<file path="config.mk">
export PLATFORM = sky130hd
export DESIGN_NAME = lcd_cmd_decoder
export DESIGN_NICKNAME = d
export VERILOG_FILES = /design/src/rtl/lcdc_pkg.sv /design/src/rtl/lcdc_classify.sv /design/src/rtl/lcdc_ptr.sv /design/src/rtl/lcdc_cfg.sv /design/src/rtl/lcd_cmd_decoder.sv
export SDC_FILE = /design/constraint.sdc
export NUM_CORES = 1
export LEC_CHECK = 0
export ABC_AREA = 1
export BUFFER_PORTS_ARGS = -buffer_cell sky130_fd_sc_hd__buf_2
export CAP_MARGIN = 25
export CORE_MARGIN = 4
export CORE_UTILIZATION = 30
export CTS_BUF_LIST = sky130_fd_sc_hd__clkbuf_8
export CTS_CLUSTER_SIZE = 16
export DETAILED_ROUTE_END_ITERATION = 12
export GPL_TIMING_DRIVEN = 1
export MAX_ROUTING_LAYER = met4
export PLACE_DENSITY = 0.57
export RECOVER_POWER = 50
export SYNTH_ARGS = -nofsm -noshare
export SYNTH_HDL_FRONTEND = slang
export SYNTH_SLANG_ARGS = --single-unit
</file>
<file path="constraint.sdc">
create_clock -name clk -period 1.8 [get_ports clk]
set_clock_uncertainty 0.05 [all_clocks]
set_input_delay 0.36 -clock clk [delete_from_list [all_inputs] [get_ports clk]]
set_output_delay 0.36 -clock clk [all_outputs]
set_load 0.005 [all_outputs]
</file>
<file path="src/rtl/lcdc_pkg.sv">
// Shared types for the LCD command decoder.
// Assumes: byte-wide commands; opcode map fixed as listed in the brief.
package lcdc_pkg;

    typedef enum logic [2:0] {
        OP_NONE   = 3'd0,
        OP_MODE   = 3'd1,
        OP_PTR_HI = 3'd2,
        OP_PTR_LO = 3'd3,
        OP_DEVSEL = 3'd4
    } lcdc_op_e;

    typedef struct packed {
        logic       en;
        logic       bias;
        logic [1:0] mux;
    } lcdc_mode_t;

    localparam lcdc_mode_t MODE_RESET = '{en: 1'b0, bias: 1'b0, mux: 2'b00};

    // Backplane count for a drive mode field (00 means four backplanes).
    function automatic logic [2:0] bp_of(input logic [1:0] mux);
        case (mux)
            2'b01:   bp_of = 3'd1;
            2'b10:   bp_of = 3'd2;
            2'b11:   bp_of = 3'd3;
            default: bp_of = 3'd4;
        endcase
    endfunction

endpackage

</file>
<file path="src/rtl/lcdc_classify.sv">
// Combinational opcode classifier for one command byte.
// Splits the byte into an opcode and its argument fields. Assumes: the
// caller qualifies the result with a valid command strobe.
module lcdc_classify
    import lcdc_pkg::*;
(
    input  logic [7:0]  cmd_byte,
    output lcdc_op_e    op,
    output lcdc_mode_t  mode_arg,
    output logic [3:0]  nib_arg,
    output logic [1:0]  dev_arg
);

    // Opcode lookup from the upper bits.
    always_comb begin
        op = OP_NONE;
        case (cmd_byte[7:4])
            4'b1100: op = OP_MODE;
            4'b0000: op = OP_PTR_HI;
            4'b0001: op = OP_PTR_LO;
            4'b1110: op = (cmd_byte[3:2] == 2'b00) ? OP_DEVSEL : OP_NONE;
            default: op = OP_NONE;
        endcase
    end

    // Argument fields, meaningful only for the matching opcode.
    always_comb begin
        mode_arg.en   = cmd_byte[3];
        mode_arg.bias = cmd_byte[2];
        mode_arg.mux  = cmd_byte[1:0];
        nib_arg       = cmd_byte[3:0];
        dev_arg       = cmd_byte[1:0];
    end

endmodule

</file>
<file path="src/rtl/lcdc_ptr.sv">
// Display RAM data pointer.
// Loads a high or low nibble and steps by one after each stored byte. At
// RAM_DEPTH-1 or above it wraps to zero. Assumes: 16 < RAM_DEPTH <= 256 and
// at most one of load/step per cycle.
module lcdc_ptr #(
    parameter int RAM_DEPTH = 160,
    parameter int PTR_W     = $clog2(RAM_DEPTH)
) (
    input  logic             clk,
    input  logic             rst_n,
    input  logic             ld_hi,
    input  logic             ld_lo,
    input  logic [3:0]       nib,
    input  logic             step,
    output logic [PTR_W-1:0] ptr_q
);

    localparam logic [PTR_W-1:0] LAST = PTR_W'(RAM_DEPTH - 1);

    logic [7:0]       ext;
    logic [7:0]       hi_val;
    logic [7:0]       lo_val;
    logic [PTR_W-1:0] next_step;

    // Byte-wide view of the pointer for nibble replacement.
    always_comb begin
        ext       = 8'(ptr_q);
        hi_val    = {nib, ext[3:0]};
        lo_val    = {ext[7:4], nib};
        next_step = (ptr_q >= LAST) ? '0 : ptr_q + 1'b1;
    end

    // Pointer register: load, step or hold.
    always_ff @(posedge clk) begin
        if (!rst_n) begin
            ptr_q <= '0;
        end else if (ld_hi) begin
            ptr_q <= hi_val[PTR_W-1:0];
        end else if (ld_lo) begin
            ptr_q <= lo_val[PTR_W-1:0];
        end else if (step) begin
            ptr_q <= next_step;
        end
    end

endmodule

</file>
<file path="src/rtl/lcdc_cfg.sv">
// Configuration registers: mode fields and device-select value.
// Assumes: write strobes are already qualified by a valid command.
module lcdc_cfg
    import lcdc_pkg::*;
(
    input  logic       clk,
    input  logic       rst_n,
    input  logic       wr_mode,
    input  lcdc_mode_t mode_arg,
    input  logic       wr_dev,
    input  logic [1:0] dev_arg,
    output lcdc_mode_t mode_q,
    output logic [1:0] dev_q
);

    // Mode register update.
    always_ff @(posedge clk) begin
        if (!rst_n) begin
            mode_q <= MODE_RESET;
        end else if (wr_mode) begin
            mode_q <= mode_arg;
        end
    end

    // Device-select register update.
    always_ff @(posedge clk) begin
        if (!rst_n) begin
            dev_q <= 2'b00;
        end else if (wr_dev) begin
            dev_q <= dev_arg;
        end
    end

endmodule

</file>
<file path="src/rtl/lcd_cmd_decoder.sv">
// LCD driver command decoder top.
// Tracks the open bus transfer, decodes command bytes, stores matching
// display bytes through the RAM write port and produces the acknowledge
// decision one cycle after each byte. Assumes: in_valid never coincides
// with bus_start or bus_stop.
module lcd_cmd_decoder
    import lcdc_pkg::*;
#(
    parameter int RAM_DEPTH = 160,
    localparam int PTR_W    = $clog2(RAM_DEPTH)
) (
    input  logic             clk,
    input  logic             rst_n,
    input  logic             in_valid,
    input  logic [7:0]       in_byte,
    input  logic             in_is_cmd,
    input  logic             bus_start,
    input  logic             bus_stop,
    input  logic [1:0]       hw_subaddr,
    output logic             ack_valid,
    output logic             ack,
    output logic             ram_we,
    output logic [PTR_W-1:0] ram_addr,
    output logic [7:0]       ram_wdata,
    output logic             disp_en,
    output logic             clk_out_en,
    output logic             bias_sel,
    output logic [1:0]       drive_mode,
    output logic [2:0]       bp_count,
    output logic [1:0]       dev_sel
);

    logic             sess_active;
    logic             cmd_ok;
    logic             dat_seen;
    logic             dat_hit;
    lcdc_op_e         op;
    lcdc_mode_t       mode_arg;
    lcdc_mode_t       mode_q;
    logic [3:0]       nib_arg;
    logic [1:0]       dev_arg;
    logic [PTR_W-1:0] ptr_q;

    // Transfer window: opened by START, closed by STOP.
    always_ff @(posedge clk) begin
        if (!rst_n) begin
            sess_active <= 1'b0;
        end else if (bus_start) begin
            sess_active <= 1'b1;
        end else if (bus_stop) begin
            sess_active <= 1'b0;
        end
    end

    // Byte qualification against transfer window and subaddress.
    always_comb begin
        cmd_ok   = in_valid && in_is_cmd && sess_active;
        dat_seen = in_valid && !in_is_cmd && sess_active;
        dat_hit  = dat_seen && (hw_subaddr == dev_sel);
    end

    lcdc_classify u_classify (
        .cmd_byte (in_byte),
        .op       (op),
        .mode_arg (mode_arg),
        .nib_arg  (nib_arg),
        .dev_arg  (dev_arg)
    );

    lcdc_cfg u_cfg (
        .clk      (clk),
        .rst_n    (rst_n),
        .wr_mode  (cmd_ok && (op == OP_MODE)),
        .mode_arg (mode_arg),
        .wr_dev   (cmd_ok && (op == OP_DEVSEL)),
        .dev_arg  (dev_arg),
        .mode_q   (mode_q),
        .dev_q    (dev_sel)
    );

    lcdc_ptr #(
        .RAM_DEPTH (RAM_DEPTH),
        .PTR_W     (PTR_W)
    ) u_ptr (
        .clk   (clk),
        .rst_n (rst_n),
        .ld_hi (cmd_ok && (op == OP_PTR_HI)),
        .ld_lo (cmd_ok && (op == OP_PTR_LO)),
        .nib   (nib_arg),
        .step  (dat_hit),
        .ptr_q (ptr_q)
    );

    // Acknowledge decision, registered one cycle after the byte.
    always_ff @(posedge clk) begin
        if (!rst_n) begin
            ack_valid <= 1'b0;
            ack       <= 1'b0;
        end else begin
            ack_valid <= cmd_ok || dat_seen;
            ack       <= cmd_ok || dat_hit;
        end
    end

    // Display RAM write port, registered with the pointer value used.
    always_ff @(posedge clk) begin
        if (!rst_n) begin
            ram_we    <= 1'b0;
            ram_addr  <= '0;
            ram_wdata <= '0;
        end else begin
            ram_we <= dat_hit;
            if (dat_hit) begin
                ram_addr  <= ptr_q;
                ram_wdata <= in_byte;
            end
        end
    end

    // Mode fields out; the clock pin follows the display enable.
    always_comb begin
        disp_en    = mode_q.en;
        clk_out_en = mode_q.en;
        bias_sel   = mode_q.bias;
        drive_mode = mode_q.mux;
        bp_count   = bp_of(mode_q.mux);
    end

endmodule

</file>
==> results of run 1 <==
sequential cells by signal, indices dropped and copies added (netlist names):
register	flops
ack_valid	1
u_ptr.ptr_q	8
u_cfg.mode_q	4
ram_wdata	8
u_cfg.dev_q	2
ram_addr	8
ack	1
sess_active	1
ram_we	1
synthesized netlist by cell type (2+ instances only):
cell type   n  area [sq um]
nand3_1    18         90.09
nand4_1     3         18.77
inv_1      19         71.32
clkbuf_1    4         15.01
o21ai_1    15         75.07
a21oi_1    18         90.09
buf_4       2         15.01
nor2_2      4         25.02
nor2_1     42         157.7
nand2_1    37         138.9
nor2_4      2         22.52
buf_2       2         10.01
clkinv_1    3         11.26
nor3_1      2         10.01
nand3_2     2         20.02
inv_2       7         26.28
nand2_2     2         12.51
dfxtp_1    34         680.7
o21ai_0     9         45.04
metal layers:
metal	GRT usage	wire [microns]	vias up
li1	-	-	842
met1	0.1831	2038	684
met2	0.1987	1703	32
met3	0.03618	229	2
met4	0.03488	12	0
met5	-	0	-
layout make-up:
type / count / area, sq um / area share
multi-input combinational: 162 / 789.5 / 0.3971
sequential: 34 / 680.7 / 0.3424
timing repair buffer: 49 / 230.2 / 0.1158
inverter: 29 / 108.9 / 0.05475
tap: 70 / 87.58 / 0.04405
clock buffer: 6 / 82.58 / 0.04154
clock inverter: 2 / 8.758 / 0.004405
kinds of logic after synthesis:
family / Yosys count / share of synthesized area
flip-flops: 34 / 0.4175
AND/OR/NAND/NOR: 115 / 0.3269
adder cells (fa/ha/maj): 1 / 0.007673
buffers and inverters: 38 / 0.09823
AO/OA/AOI/OAI: 44 / 0.1389
XOR/XNOR: 2 / 0.01075
where the power goes:
part,internal [mW],switching [mW]
combinational,0.0359,0.0636
sequential,0.763,0.00625
clock,0.303,0.263
final timing paths:
check / end / cells after the start / from / slack, ps
setup reg to reg: u_ptr.ptr_q[6] / 10 / u_ptr.ptr_q[1] / 260
setup / recovery: u_ptr.ptr_q[6] / 10 / u_ptr.ptr_q[1] / 260
hold reg to reg: u_cfg.mode_q[2] / 2 / u_cfg.mode_q[2] / 410
hold / removal: sess_active / 3 / bus_start / 250
worst max-delay path: stages (launching register included):
cell and delay (ps):
dfxtp_1 410, ha_1 250, nand2_1 90, nor2_1 90
nand3_1 90, nand2_1 160, nor2_2 80, inv_1 50
nor2_1 40, nor2_1 80, nor2_1 40
==> results list, run 1 <==
- Result of the run: finished, final reports clean
* Number of maximum-capacitance constraint violations: 0
- The synthesized design contains 34 register bits.
- Effective utilization at floorplan: 0.3152
- The finished layout holds 352 standard cells, fillers aside.
* Area post-placement: 1924 sq um
- Number of synthesized flops with an enable pin: 0
- Detailed-placement wirelength estimate: 3079 microns
- The die covers 6678 sq um.
* Nets@finish: 298
* Count of routing violations after the opening detailed-route iteration: 62
- IR analysis of the VDD net gives a maximum drop of 0.3109 mV.
* Total placed cells including tap cells: 344
- The most used flip-flop cell after synthesis is dfxtp_1.
- For the final routed database, the setup TNS stands at 0 ps.
* Number of buffer cells added on primary ports: 44
* Post-route DRC violation count: 0
* Design Power: 1.434 mW
- In the layout the commonest cells are 42 x nor2_1, 37 x nand2_1, 34 x dfxtp_1.
- Pin count of the biggest net entering global routing: 17
* Routed wire length: 3983 microns
- Static Leak: 0.8807 nW
* Post-CTS setup buffer count: 0
* Row Count: 26
* Floorplan Core Area: 5172 sq um
- Worst setup slack after placement: 226.5 ps
- PnR worst setup slack: 263.2 ps
- The number of global-route vias before repair was 1,493.
- Nature of the critical path endpoint: flop
* Drt wl/cell: 11.32 microns
- Max H-tree Level: 2
- Counting every net in the synthesized netlist gives 251.
- TritonCTS built the clock tree.
- Average cell area after synthesis: 6.967 sq um
- The worst path needs 1537 ps of the cycle, external delays included.
- RSZ-0062 raised after global routing: no
- The max-slew violation count came to 0.
* Overall track demand over capacity in global routing: 0.1350
- Slew headroom: 0.6833
- The tree is rooted in a clkbuf_8.
* GRT overflow: 0
* Highest net fanout along the worst path: 4
- Number of endpoints failing setup at the final stage: 0
* CP Data Arrival Time: 1650 ps
- During synthesis, Yosys emitted a total of 0 warnings.
- After clock tree synthesis, the flow added hold-fix buffers numbering 0.
* Area overhead of the layout relative to synthesis: 21.95%
- The floorplan step set the die width to 81.72 microns.
- Tcrit/Tclk final: 0.8538
- Leaving out fill and tap cells, the most frequent cell in the layout is nor2_1.
- For this run, the share of the core covered by cells in the final layout is 0.3844.
- Fin area: 1988 sq um
* Number of failing hold endpoints at the final stage: 0
- The min-delay analysis places its worst path in the category input port to flop.
- No sink is reached through more buffers than the 2 on the longest clock path.
- At the end of routability-driven placement, the weighted congestion stood at 0.8858.
* I/O pins: 45
- Clk sinks: 34
- Counting the fill cells in the layout gives 558.
- Cells resized by post-CTS repair: 0
* Hold slack final: 250.7 ps
- The number of antenna violations at the first check in global routing was 0.
- Power density relative to cell area: 721.4 nW/um^2
- 0 antenna diodes ended up in the layout.
- The share of the Yosys chip area taken by registers is 0.4175.
- Via count: 1,560
- Of all flip-flops after synthesis, the portion carrying an async set or reset was 0.
* Cells after Synth: 234
- Highest clock rate: 650.7 MHz
- The clock reaches the later pin of the worst-skew pair after 280 ps.
* Synth unique cells: 28
- Post-synth design cell area: 1630 sq um
- Global-route wire length before repair: 6824 microns
- Data required time at the worst endpoint: 1910 ps
* Post-detailed-route via-to-cell ratio: 4.432
- At the pin with the least slew margin, the transition time is 475.0 ps.
* Layout cells sized above 1: 0.1915
- The setup path with the least slack is of type flop to flop.
* Length of the first detailed-routing pass in iterations: 4
- The floorplan step set the die height to 81.72 microns.
* DRT antenna net count: 0
- Startpoint kind of the worst setup timing path: flop
* Clock transition at the register clock pins on the worst setup and hold paths after CTS: 70 ps
- Clock buffers created by TritonCTS: 5
Power figures use the tool's default switching activity.
==> run 2, diff against run 1 <==
--- a/config.mk
+++ b/config.mk
@@ -15,7 +15,7 @@
 export DETAILED_ROUTE_END_ITERATION = 12
 export GPL_TIMING_DRIVEN = 1
 export MAX_ROUTING_LAYER = met4
-export PLACE_DENSITY = 0.57
+export PLACE_DENSITY = 0.59
 export RECOVER_POWER = 50
 export SYNTH_ARGS = -nofsm -noshare
 export SYNTH_HDL_FRONTEND = slang
==> constraint.sdc (replaced) <==
create_clock -name clk -period 1.3 [get_ports clk]
set_clock_uncertainty 0.05 [all_clocks]
set_input_delay 0.26 -clock clk [delete_from_list [all_inputs] [get_ports clk]]
set_output_delay 0.26 -clock clk [all_outputs]
set_load 0.005 [all_outputs]
==> results list, run 2 (synthesized netlist as in run 1, its figures left out) <==
* Power density relative to cell area: 833.7 nW/um^2 (+16%)
- I/O pins: 45 (unchanged)
* Met1 WL: 1984 microns (-2.6%)
- Setup slack, reg-to-reg: -60 ps (-330 ps)
- The global router's overall resource usage is 0.1398 (+0.004714).
- Number of endpoints failing setup at the final stage: 5 (+5)
* Most used cells in the layout excluding fill and tap cells: 38 x nor2_1, 35 x buf_2, 31 x nand2_1
- Count of pins over their slew limit: 0 (unchanged)
* Row Count: 26 (unchanged)
- The number of hold buffers added after CTS came to 0 (unchanged).
* Clk Tree Root Cell: clkbuf_8
- The area of the core was 5172 sq um (unchanged).
- The total number of vias came to 1,705 (+9.3%).
* Clock tree from TritonCTS: yes
* Worst setup slack after placement: -160.5 ps (-387.0 ps)
- Drt wl/cell: 11.95 microns (+5.6%)
- Number of buffer cells added on primary ports: 44 (unchanged)
- Slew headroom: 0.7488 (+0.06545)
- The maximum fanout encountered on the critical timing path came to 4 (unchanged).
- Top routing layer in use: met4
- The setup slack of the critical path after layout is -62.05 ps (-325.2 ps).
- Leading cell type in the layout, fill and taps excluded: nor2_1
- The total congestion overflow is 0 (unchanged).
- Number of failing hold endpoints at the final stage: 0 (unchanged)
* CP Data Arrival Time: 1500 ps (-150 ps)
* Clock buffers created by TritonCTS: 5 (unchanged)
- Number of antenna violations at the first check in global routing: 0 (unchanged)
* Detailed-placement wirelength estimate: 3251 microns (+5.6%)
* Via count of the first global-routing pass: 1,563 (+4.7%)
* Data required time at the worst endpoint: 1440 ps (-470 ps)
- N_diodes: 0 (unchanged)
* Layout cells sized above 1: 0.4257 (+0.2343)
* Number of fill cells in the layout: 528 (-5.4%)
- The clock net sink count came to 34 (unchanged).
- The fraction of the core area covered by cells at the end of the flow was 0.4620 (+0.07765).
- The largest registers in the layout are ram_addr x8, ram_wdata x8, u_ptr.ptr_q x8.
- The largest voltage drop on the vdd net was 0.3729 mV (+20%).
* Length of the first detailed-routing pass in iterations: 4 (unchanged)
- The post-detailed-route DRC marker count is 0 (unchanged).
- The time the worst path needs with I/O delays and setup came to 1362 ps (-174.8 ps).
- The maximum achievable frequency is 734.2 MHz (+13%).
- The remaining antenna violation count after routing is 0 (unchanged).
* Effective utilization at floorplan: 0.3152 (unchanged)
* Die Ht: 81.72 microns (unchanged)
* Max H-tree Level: 2 (unchanged)
- Slew at the pin with the worst max-slew slack: 374.5 ps (-100.5 ps)
- Nets@finish: 320 (+7.4%)
- Static Leak: 1.064 nW (+21%)
- Area overhead of the layout relative to synthesis: 46.58%
- Startpoint kind of the worst setup timing path: flop
- The worst hold path belongs to the class input port to flop.
- The final estimated routing congestion in global placement came to 0.8554 (-3.4%).
- The worst setup path is captured at a flop.
- Violated checks: negative setup slack
- The run finished, with violations left.
- The routed wire length was 4457 microns (+12%).
* Post-detailed-route via-to-cell ratio: 4.571 (+3.1%)
* Routed wire length on met2: 2161 microns (+27%)
- The routed wire length on met3 was 257 microns (+12%).
- The number of violations of the max-capacitance limit was 0 (unchanged).
- The clock-pin slew on the worst setup and hold paths is 70 ps (about the same).
- Setup repair after global routing could not meet its margin everywhere.
- Count of routing violations after the opening detailed-route iteration: 84 (+35%)
* Category of the most critical setup path: flop to flop
* Clock latency reported for the late side of the worst-skew pair: 290 ps (about the same)
- Tcrit/Tclk final: 1.048 (+0.1940)
* Global-route wire length before repair: 6948 microns (+1.8%)
* Pin count of the biggest net entering global routing: 16 (-1)
- The overall die width is 81.72 microns (unchanged).
- The clock tree buffer depth came to 2 (unchanged).
- The die footprint was 6678 sq um (unchanged).
-- run 2: cell types whose count changed in the layout (fill, tap and decap cells not counted), sizes merged --
cell and delta:
buf +35, clkbuf -14
-- run 2: routing by layer --
layer,track usage,vias up
met1,0.1737,773
met4,0.04983,0
li1,-,886
met3,0.04057,7
met2,0.2157,39
met5,-,-
-- run 2: critical path: stages (launching register included) --
cell	delay, ps
dfxtp_2	360
ha_4	160
nand2_2	60
nor2_1	90
nand3_1	110
nand2_2	140
inv_2	70
nand3_2	70
nand3_2	60
nand2_1	60
inv_1	40
-- run 2: stage by stage --
stage | TNS (ps) | hold WS, ps | power (mW) | cells | area [sq um]
global placement | -1640 | 400.8 | 1.248 | 362 | 2078
CTS | -245.9 | 125.5 | 2.006 | 370 | 2255
global route | -1259 | 170.8 | 2.082 | 373 | 2390
detailed placement | -2590 | 416.3 | 1.246 | 362 | 2078
finish | -197.0 | 129.7 | 1.992 | 373 | 2390
floorplan | 0 | 327.4 | 1.161 | 234 | 1637
-- run 2: worst paths after layout --
kind / start / end / cells after the start
worst max-delay path: u_ptr.ptr_q[0] / u_ptr.ptr_q[1] / 10
worst min-delay path: bus_start / sess_active / 3
worst max register to register: u_ptr.ptr_q[0] / u_ptr.ptr_q[1] / 10
worst min register to register: u_cfg.mode_q[2] / u_cfg.mode_q[2] / 2
-- run 2: power breakdown --
part	switching, mW	leakage (nW)	internal [mW]
Clock	0.381	0.0438	0.359
Sequential	0.00993	0.277	1.05
Combinational	0.111	0.743	0.0768
Total	0.502	1.06	1.49
-- run 2: layout make-up --
cell class              instances  area, sq um  area share
clock buffers                   5        68.82     0.02880
clock inverters                 2        10.01    0.004188
inverters                      29        111.4     0.04660
multi-input cells             162        979.7      0.4099
flip-flops and latches         34        689.4      0.2885
well taps                      70        87.58     0.03665
repair buffers                 71        442.9      0.1853
-- run 2: repair_timing --
item | CTS | global route
hold endpoints to repair | 0 | 0
setup buffers | 1 | 3
setup endpoints to repair | 24 | 30
pin swaps | 7 | 9
resized for setup | 25 | 34
